## src/rtl/word_rate_timer_pkg.sv

```systemverilog
package word_rate_timer_pkg;

    localparam int unsigned MAX_SHIFT = 9;

    // Map a rate code to the power-of-two multiplier of the fastest period.
    function automatic logic [3:0] code_to_shift(input logic [3:0] code);
        logic [3:0] k;
        unique case (code)
            4'b1000: k = 4'd0;
            4'b1001: k = 4'd1;
            4'b1010: k = 4'd2;
            4'b1011: k = 4'd3;
            4'b1100: k = 4'd4;
            4'b0000: k = 4'd5;
            4'b0001: k = 4'd6;
            4'b0010: k = 4'd7;
            4'b0011: k = 4'd8;
            default: k = 4'(MAX_SHIFT);   // 0100 and all unused codes
        endcase
        return k;
    endfunction

endpackage

```

## src/rtl/word_rate_decode.sv

```systemverilog
module word_rate_decode #(
    parameter int unsigned BASE_A = 1280,
    parameter int unsigned BASE_B = 1536,
    parameter int unsigned CNT_W  = 24
) (
    input  logic [3:0]       rate_code_i,
    input  logic             fam_sel_i,
    output logic [CNT_W-1:0] period_o
);
    import word_rate_timer_pkg::*;

    logic [3:0]       shift;
    logic [CNT_W-1:0] base_sel;

    always_comb begin
        shift    = code_to_shift(rate_code_i);
        base_sel = fam_sel_i ? CNT_W'(BASE_B) : CNT_W'(BASE_A);
        period_o = base_sel << shift;
    end

endmodule

```

## src/rtl/word_rate_seq.sv

```systemverilog
module word_rate_seq #(
    parameter int unsigned CNT_W       = 24,
    parameter int unsigned OVH_PERIODS = 4
) (
    input  logic             clk,
    input  logic             rst_n,
    input  logic [CNT_W-1:0] period_i,
    input  logic             mode_i,
    input  logic             start_i,
    output logic             drdy_o,
    output logic             busy_o
);
    localparam logic [CNT_W-1:0] FIRST_MULT = CNT_W'(OVH_PERIODS + 1);
    localparam logic [CNT_W-1:0] ONE        = CNT_W'(1);

    typedef struct packed {
        logic             busy;
        logic             cont;
        logic             drdy;
        logic [CNT_W-1:0] cnt;
        logic [CNT_W-1:0] per;
    } seq_t;

    seq_t st_d, st_q;

    always_comb begin
        st_d      = st_q;
        st_d.drdy = 1'b0;
        if (!st_q.busy) begin
            if (start_i) begin
                st_d.busy = 1'b1;
                st_d.cont = mode_i;
                st_d.per  = period_i;
                st_d.cnt  = mode_i ? (period_i * FIRST_MULT) - ONE : period_i - ONE;
            end
        end else if (st_q.cnt == '0) begin
            st_d.drdy = 1'b1;
            if (st_q.cont && mode_i) begin
                st_d.cnt = st_q.per - ONE;
            end else if (start_i) begin
                st_d.cont = mode_i;
                st_d.per  = period_i;
                st_d.cnt  = mode_i ? (period_i * FIRST_MULT) - ONE : period_i - ONE;
            end else begin
                st_d.busy = 1'b0;
                st_d.cont = 1'b0;
            end
        end else begin
            st_d.cnt = st_q.cnt - ONE;
        end
    end

    always_ff @(posedge clk or negedge rst_n) begin
        if (!rst_n) begin
            st_q <= '0;
        end else begin
            st_q <= st_d;
        end
    end

    assign drdy_o = st_q.drdy;
    assign busy_o = st_q.busy;

endmodule

```

## src/rtl/word_rate_timer.sv

```systemverilog
module word_rate_timer #(
    parameter int unsigned BASE_A      = 1280,
    parameter int unsigned BASE_B      = 1536,
    parameter int unsigned OVH_PERIODS = 4
) (
    input  logic       clk,
    input  logic       rst_n,
    input  logic [3:0] rate_code_i,
    input  logic       fam_sel_i,
    input  logic       mode_i,
    input  logic       start_i,
    output logic       drdy_o,
    output logic       busy_o
);
    localparam int unsigned BASE_MAX = (BASE_A > BASE_B) ? BASE_A : BASE_B;
    localparam longint unsigned LONGEST =
        longint'(BASE_MAX) * longint'(OVH_PERIODS + 1) * (64'd1 << word_rate_timer_pkg::MAX_SHIFT);
    localparam int unsigned CNT_W = $clog2(LONGEST) + 1;

    logic [CNT_W-1:0] period;

    word_rate_decode #(
        .BASE_A (BASE_A),
        .BASE_B (BASE_B),
        .CNT_W  (CNT_W)
    ) decode_i (
        .rate_code_i (rate_code_i),
        .fam_sel_i   (fam_sel_i),
        .period_o    (period)
    );

    word_rate_seq #(
        .CNT_W       (CNT_W),
        .OVH_PERIODS (OVH_PERIODS)
    ) seq_i (
        .clk      (clk),
        .rst_n    (rst_n),
        .period_i (period),
        .mode_i   (mode_i),
        .start_i  (start_i),
        .drdy_o   (drdy_o),
        .busy_o   (busy_o)
    );

endmodule

```

## config.mk

```make
export PLATFORM = sky130hd
export DESIGN_NAME = word_rate_timer
export DESIGN_NICKNAME = d
export VERILOG_FILES = /design/src/rtl/word_rate_timer_pkg.sv /design/src/rtl/word_rate_decode.sv /design/src/rtl/word_rate_seq.sv /design/src/rtl/word_rate_timer.sv
export SDC_FILE = /design/constraint.sdc
export NUM_CORES = 1
export LEC_CHECK = 0
export ABC_AREA = 1
export BUFFER_PORTS_ARGS = -buffer_cell sky130_fd_sc_hd__buf_2
export CAP_MARGIN = 20
export CORE_ASPECT_RATIO = 1.1
export CORE_UTILIZATION = 28
export CTS_CLUSTER_DIAMETER = 40
export DETAILED_ROUTE_END_ITERATION = 10
export PLACE_DENSITY = 0.39
export SYNTH_ARGS = -nofsm -noshare
export SYNTH_HDL_FRONTEND = slang
export SYNTH_SLANG_ARGS = --single-unit
export TNS_END_PERCENT = 50
```

## constraint.sdc

```tcl
create_clock -name clk -period 3 [get_ports clk]
set_input_delay 0.9 -clock clk [delete_from_list [all_inputs] [get_ports clk]]
set_output_delay 0.9 -clock clk [all_outputs]
set_load 0.1 [all_outputs]
```

Word-level counts from Yosys, hierarchy flattened

Memory sizes are Yosys's and may differ from the RTL's.
Index checks and enable logic that the tools add are counted.

ROM bits: 64
Word-level logic and storage cells: 34
Output and inout port bits: 2
Memories kept: 1
Input port bits: 9
Register bits after elaboration: 49

Reduce and logical (&&, ||, !) cells: 5
Shift operators: 1
Eq/ne operators: 2
$mul: 1
Multiplexer cells: 15
Add/subtract/negate cells: 4

Memory list:

| name             | depth | width | read ports | clocked after Yosys merged registers in | wr ports | RTL line                 | source |
|---|---|---|---|---|---|---|---|
| (name not given) | 16    | 4     | 1          | 0                                       | 0        | word_rate_timer_pkg.sv:8 | `unique case (code)` |

Operator list:

| operator              | count |
|---|---|
| $mux 23               | 5 |
| $mux 46               | 2 |
| $sub 23x1->23 const B | 4 |
| $logic_not 23->1      | 1 |
| $mul 23x3->23 const B | 1 |
| $shl 23x4->23         | 1 |
| $mux 10               | 1 |
| $mux 2                | 3 |
| $ne 2x2->1 const B    | 2 |
| $mux 1                | 3 |
| $mux 3                | 1 |
| $reduce_and 3->1      | 1 |
| $reduce_and 2->1      | 1 |
| $reduce_bool 2->1     | 1 |
| $logic_and 1x1->1     | 1 |

Depth between registers and ports, before layout

Gate-level depths: netlist of the first run.

Word-level depth: 9
Gate-level depth with buffers: 28
Mapped depth without buffers: 28

By module

A second synthesis of the first run with hierarchy kept.

Cells, all modules: 1069
Area total of the unflattened synthesis: 6792.8 um2

By module, submodules not included:

| module           | seq. area each (um2) | times used | cells an instance | area each (um2) |
|---|---|---|---|---|
| word_rate_seq    | 1226.2               | 1          | 988               | 6336.1 |
| word_rate_decode | 0.0                  | 1          | 81                | 456.7 |

Worst setup path before layout of the first run

OpenSTA, ideal clock, no wires.

Path kind: input-to-reg
Start point: in rate_code_i[0]
End point: reg seq_i.st_q[45] in the netlist's numbering
Data required time: 2.881 ns
Stages: 27
Slack: -1.141 ns
Arrival time: 4.022 ns
Setup time: 0.119 ns
Buffers on the path: 0
Cell sequence: inv_1 ha_1 inv_1 nand2_1 nand3_1 nand2_1 inv_1 ha_1 inv_1 nand2_1 o21ai_0 inv_1 fa_1 inv_1 ha_1 nand2_1 inv_1 nand2_1 nand2_1 a21oi_1 nand2_1 inv_1 nand2_1 nand3_1 nand3_1 nand2_1 nand2_1

RTL lines:

| item                 | RTL line             | source |
|---|---|---|
| from (decl)          | word_rate_timer.sv:8 | `input logic [3:0] rate_code_i,` |
| to (signal assigned) | word_rate_seq.sv:57  | `st_q <= st_d;` |
| to (decl)            | word_rate_seq.sv:24  | `seq_t st_d, st_q;` |

==> results of run 1 <==
## metal layers
layer	vias to the layer above	track usage, %
li1	2494	-
met1	2339	24.0
met2	78	37.8
met3	17	1.45
met4	0	6.17
met5	-	0
## worst max path at each step
stage / startpoint / slack [ns] / to / cells past startpoint
final: rate_code_i[0] / -0.76 / seq_i.st_q[36] / 25
after global routing: rate_code_i[0] / -0.93 / seq_i.st_q[45] / 26
after detailed placement: rate_code_i[1] / -1.33 / seq_i.st_q[42] / 22
after global placement: rate_code_i[1] / -1.32 / seq_i.st_q[42] / 22
after CTS: rate_code_i[0] / -0.75 / seq_i.st_q[44] / 26
after floorplan: rate_code_i[1] / -0.71 / seq_i.st_q[45] / 25
## stage by stage
| stage | TNS (ns) | instances | hold WS, ns |
|---|---|---|---|
| finish | -8.50 | 1023 | 0.496 |
| global route | -10.88 | 1023 | 0.533 |
| CTS | -8.26 | 1016 | 0.502 |
| detailed placement | -14.72 | 997 | 0.488 |
| global placement | -14.49 | 997 | 0.480 |
| floorplan | -7.69 | 705 | 0.464 |
## cell usage after synthesis, types with 3 or more instances
cell type	n
a21oi_1	36
clkbuf_1	6
dfrtp_1	41
fa_1	12
ha_1	35
inv_1	111
inv_2	3
nand2_1	179
nand2_2	4
nand3_1	72
nand3b_1	4
nand4_1	19
nor2_1	68
nor2_2	8
nor2_4	4
nor3_1	4
o21ai_0	36
o21ai_2	10
xnor2_1	3
xor2_1	17
## sequential cells by signal, summed over array words and instances, names as in the netlist
| name | count |
|---|---|
| seq_i.busy_o | 1 |
| seq_i.drdy_o | 1 |
| seq_i.st_q | 39 |
## timing repair
| item | CTS | global route |
|---|---|---|
| setup buffers | 11 | 7 |
| gates resized for setup | 86 | 53 |
| endpoints found under the setup margin | 13 | 13 |
| cloned | 0 | 0 |
| pin swaps | 56 | 54 |
## worst reg2reg max path, cell delays in order (launching register included)
cell	delay [ns]
dfrtp_1	0.36
inv_1	0.10
ha_1	0.24
nand3_1	0.13
nor3_2	0.19
nand4_1	0.23
nor2_2	0.39
nand2_2	0.23
nor2_4	0.26
a21oi_1	0.12
nand2_1	0.09
## kinds of logic (layout without fill, tap and decap cells)
family	after synthesis	count (layout)
buf+inv	128	242
flops	41	41
simple gates	371	371
xor+xnor	20	20
fa+ha+maj	47	47
compound gates	98	98
## cell type report
class	count	area, µm²	area share (%)
clock inverters	1	30.0	0.453
clock buffers	7	143	2.15
inverters	117	464	7.00
well taps	204	255	3.85
multi-input cells	536	3790	57.2
flip-flops and latches	41	1030	15.5
repair buffers	117	917	13.8
## report_power, final
part           internal, mW  switching [mW]  leakage [nW]
Combinational         0.933            1.17          2.66
Clock                 0.417           0.238        0.0841
Sequential            0.668           0.129         0.500
Total                  2.02            1.54          3.25
==> metrics.txt, run 1 <==
largest net degree at the start of global routing=24; Leakage=3.25 nW; Tot GR Track Use=19.9%; post-synthesis sequential area ratio=22.1%; Placed Area=5800 µm²; Port Buffers=10; simple-gate area share of the yosys netlist=36.1%; vias post-DR=4928; failing checks=setup timing; Antenna diodes=0; Slew HR=58.8%; Reg2Reg Capture Point=seq_i.st_q[45]; CTS buffer count=5; Tot Pwr=3.55 mW; asr flop ratio synth=100%; reg2reg path depth=10; Post-Syn Nets=761; Worst-Margin Slew=0.618 ns; remaining global-route overflow=0; most frequent cells in the layout=144 x nand2_1, 99 x buf_4, 88 x inv_1; top cells by area, synth=dfrtp_1 22%, nand2_1 14%, ha_1 9.4%; Max rail drop VDD=260 µV; Finished Core Util=40.7%; critical path class=in -> reg; Crit path top cell by count=nand2_4; Main synth FF type=dfrtp_1; Buffers & Inverters on Critical Path=7; TritonCTS clock tree=built; clock latency on the worst-skew pair=0.29 ns; Clock Path Buffers=2; vias in the first global route=5016; cell family with most CP delay=adder cells; Net count, final=874; Remaining DRCs=0; Hold Startpoint=seq_i.st_q[8]; Worst Setup End Kind=register; max-cap viol count=0; slowest CP cell=fa_1; die area=17100 µm²; Setup Skew=0.00835 ns; Slew Limit Fails=0; Crit Reg-Reg Startpoint=seq_i.st_q[23]; final hold violation count=0; layout cell share with drive strength beyond 1=35.2%; Chip Height=137 µm; Fmax=266 MHz; post-synthesis compound-gate area fraction=12.5%; core area=16300 µm²; Netlist cell types=46; RD Place Congestion=0.841; area leader, netlist=dfrtp_1; largest family of logic cells by synthesized area=simple AND/OR/NAND/NOR gates; Critical Path Max Stage Delay=0.50 ns; highest metal used=met4; WL/cell=15.6 µm; routed length on met3=356 µm; Final setup violation count=13; DP Wirelength=12800 µm; final worst setup slack=-0.758 ns; Sink Count=41; Period minus WS final=3.76 ns; Synth-to-Final Area Change=42.8%; buffer type at the clock tree root=clkbuf_16; outcome=finished with violations; ANT nets after route=0; die width=125 µm; Pre-antenna DRT Iters=6; htree depth=2; num rows=49; worst hold path class=reg -> reg; unrepaired setup endpoints after global routing=yes; CP startpoint kind=input port; required time worst endpoint=3.17 ns; met2 WL=8290 µm; Avg Vias per Cell=4.82; worst reg2reg setup slack=0.60 ns; yosys warns=0; initial antenna violation count=0; post-synth top area share=22.1%; Hold Path Depth=1; Mapped Area=4640 µm²; most common cell after layout, fill and taps aside=nand2_1; Final Cycle Share=125%; post-route cell area=6630 µm²; crit-path max FO=6; DR iter-0 viols=270; first-pass GRT wire length=26500 µm; Clock transition at path regs=0.06 ns; WL met1=6970 µm; Starting Density=28.5%; Worst Path Arrival=3.93 ns; boundary pin count=11; Synth Register Bits=41; Synth Area in XOR/XNOR=3.77%; number of synthesized flops with an enable pin=0; Total Routed Length=16000 µm; Layout fillers=1741; Cells after Synth=705; Pwr per Cell Area=536 nW/µm²; dpl ws=-1.33 ns; adder-cell area share of the yosys netlist=14.6%; Post-CTS Hold Buffers=0; mux share of post-synthesis cell area=0%; Mean Syn Cell Area=6.58 µm²; hold path endpoint=seq_i.st_q[8]
Power figures use the tool's default switching activity.
==> run 2, diff against run 1 <==
--- a/config.mk
+++ b/config.mk
@@ -9,10 +9,10 @@
 export BUFFER_PORTS_ARGS = -buffer_cell sky130_fd_sc_hd__buf_2
 export CAP_MARGIN = 20
 export CORE_ASPECT_RATIO = 1.1
+export CORE_MARGIN = 2
 export CORE_UTILIZATION = 28
 export CTS_CLUSTER_DIAMETER = 40
 export DETAILED_ROUTE_END_ITERATION = 10
-export PLACE_DENSITY = 0.39
 export SYNTH_ARGS = -nofsm -noshare
 export SYNTH_HDL_FRONTEND = slang
 export SYNTH_SLANG_ARGS = --single-unit
==> constraint.sdc (replaced) <==
create_clock -name clk -period 3.6 [get_ports clk]
set_input_delay 1.08 -clock clk [delete_from_list [all_inputs] [get_ports clk]]
set_output_delay 1.08 -clock clk [all_outputs]
set_load 0.1 [all_outputs]
==> metrics.txt, run 2 (synthesis gave the netlist of run 1 again) <==
P_int=1.52 mW (-25%); outcome=finished with violations; CP startpoint kind=input port; Layout fillers=1676 (-3.7%); crit-path max FO=5 (-1); cell family with most CP delay=simple AND/OR/NAND/NOR gates; boundary pin count=11 (unchanged); buffer type at the clock tree root=clkbuf_16; first-pass GRT wire length=23200 µm (-12%); Setup Skew=0.00632 ns (-0.00204 ns); dpl ws=-0.868 ns (+0.467 ns); sw frac=44.4% (+1.2 points); Reg2Reg Capture Point=seq_i.st_q[32]; Port Buffers=10 (unchanged); unrepaired setup endpoints after global routing=yes; Max rail drop VDD=202 µV (-22%); num rows=49 (unchanged); most common cell after layout, fill and taps aside=nand2_1; Leakage=3.10 nW (-4.7%); Worst Setup End Kind=register; slowest CP cell=fa_1; Hold Path Depth=1 (unchanged); die area=17600 µm² (+3.1%); Clock Path Buffers=2 (unchanged); failing checks=setup timing; Slew Limit Fails=0 (unchanged); Antenna diodes=0 (unchanged); Total Routed Length=13700 µm (-14%); combinational cell fraction of total power=59.2% (about the same); Avg Vias per Cell=4.76 (-1.1%); Buffers & Inverters on Critical Path=5 (-2); Remaining DRCs=0 (unchanged); Crit Reg-Reg Startpoint=seq_i.st_q[23]; initial antenna violation count=0 (unchanged); core area=16300 µm² (unchanged); final worst setup slack=-0.335 ns (+0.422 ns); largest net degree at the start of global routing=42 (+75%); worst reg2reg setup slack=1.12 ns (+0.52 ns); die width=127 µm (+1.6%); Worst-Margin Slew=0.615 ns (-0.00399 ns); Fmax=254 MHz; remaining global-route overflow=0 (unchanged); Starting Density=28.5% (unchanged); Final setup violation count=12 (-1); most frequent cells in the layout=153 x nand2_1, 91 x inv_1, 79 x buf_4; post-route cell area=6300 µm² (-5.0%); max-cap viol count=0 (unchanged); ANT nets after route=0 (unchanged); Biggest register=seq_i.st_q; Pre-antenna DRT Iters=5 (-1); hold path endpoint=seq_i.st_q[8]; TritonCTS clock tree=built; layout cell share with drive strength beyond 1=31.3% (-3.9 points); Reg power frac=24.1% (+1.7 points); CTS buffer count=5 (unchanged); total net switching power=1.21 mW (-21%); Largest register FFs=39 (unchanged); Post-CTS Hold Buffers=0 (unchanged); Period minus WS final=3.94 ns; htree depth=2 (unchanged); reg2reg path depth=11 (+1); register area=1030 µm² (unchanged); area of the multi-input gates=3680 µm² (-3.0%); Critical Path Max Stage Delay=0.51 ns (about the same); RD Place Congestion=0.842 (+0.14%); Tot GR Track Use=15.8% (-4.1 points); DR iter-0 viols=378 (+40%); required time worst endpoint=3.78 ns (+0.61 ns); final hold violation count=0 (unchanged); vias post-DR=4764 (-3.3%); Chip Height=139 µm (+1.5%); WL/cell=13.7 µm (-12%); Final Cycle Share=109%; Slew HR=59.0% (+0.22 points); DP Wirelength=10400 µm (-19%); clock share of power=16.7% (-1.7 points); Hold Startpoint=seq_i.st_q[8]; clock latency on the worst-skew pair=0.29 ns (about the same); Synth-to-Final Area Change=35.7%; Clock transition at path regs=0.06 ns (about the same); Net count, final=851 (-2.6%); worst hold path class=reg -> reg; critical path class=in -> reg; Pwr per Cell Area=433 nW/µm² (-19%); vias in the first global route=4739 (-5.5%); Tot Pwr=2.73 mW (-23%); Placed Area=5640 µm² (-2.7%); Worst Path Arrival=4.11 ns (+0.18 ns); Sink Count=41 (unchanged)
run 2: power groups by stage:
stage | Sequential (mW) | Clock [mW] | Combinational [mW]
final | 0.658 | 0.454 | 1.62
after global routing | 0.671 | 0.475 | 1.83
after CTS | 0.657 | 0.456 | 1.45
after detailed placement | 0.664 | 0 | 1.33
after global placement | 0.663 | 0 | 1.32
after floorplan | 0.641 | 0 | 0.948
run 2: worst max-delay path by stage:
stage,startpoint,cells past startpoint,end,slack (ns)
floorplan,rate_code_i[1],25,seq_i.st_q[45],-0.29
global placement,rate_code_i[1],27,seq_i.st_q[45],-0.83
detailed placement,rate_code_i[1],27,seq_i.st_q[45],-0.87
CTS,rate_code_i[0],28,seq_i.st_q[44],-0.35
global route,rate_code_i[1],27,seq_i.st_q[44],-0.63
finish,rate_code_i[0],26,seq_i.st_q[45],-0.34
run 2: final cells by class:
type | count | share of cell area (%)
inverter | 117 | 7.29
clock buffer | 6 | 2.05
timing repair buffer | 94 | 11.6
multi-input combinational | 536 | 58.4
clock inverter | 2 | 0.238
sequential | 41 | 16.3
tap | 204 | 4.05
run 2: routing by layer:
metal	up-vias	wire length, µm	track usage [%]
met3	19	358	1.35
met4	0	184	3.18
met5	-	0	0
met1	2223	6370	21.3
met2	71	6830	27.8
li1	2451	-	-
run 2: worst register-to-register path: stages (launching register included):
cell,delay (ns)
dfrtp_1,0.36
inv_1,0.10
ha_1,0.25
nand2_2,0.13
nor2_4,0.22
nand3_4,0.13
o21ai_4,0.32
inv_4,0.11
nor2_8,0.20
inv_2,0.23
or2_0,0.27
nand3_1,0.09
run 2: metrics by stage:
| stage | cells | hold slack [ns] | TNS, ns | utilization [%] |
|---|---|---|---|---|
| floorplan | 705 | 0.464 | -2.62 | - |
| global placement | 976 | 0.478 | -8.26 | 34.6 |
| detailed placement | 976 | 0.480 | -8.48 | 34.6 |
| CTS | 993 | 0.494 | -2.71 | 37.1 |
| global route | 1000 | 0.511 | -5.66 | 38.6 |
| finish | 1000 | 0.490 | -2.77 | 38.6 |
run 2: timing repair:
action / CTS / global route
setup buffers: 9 / 6
gates resized for setup: 49 / 57
pin swaps: 25 / 37
setup endpoints to repair: 12 / 12
cloned: 0 / 0
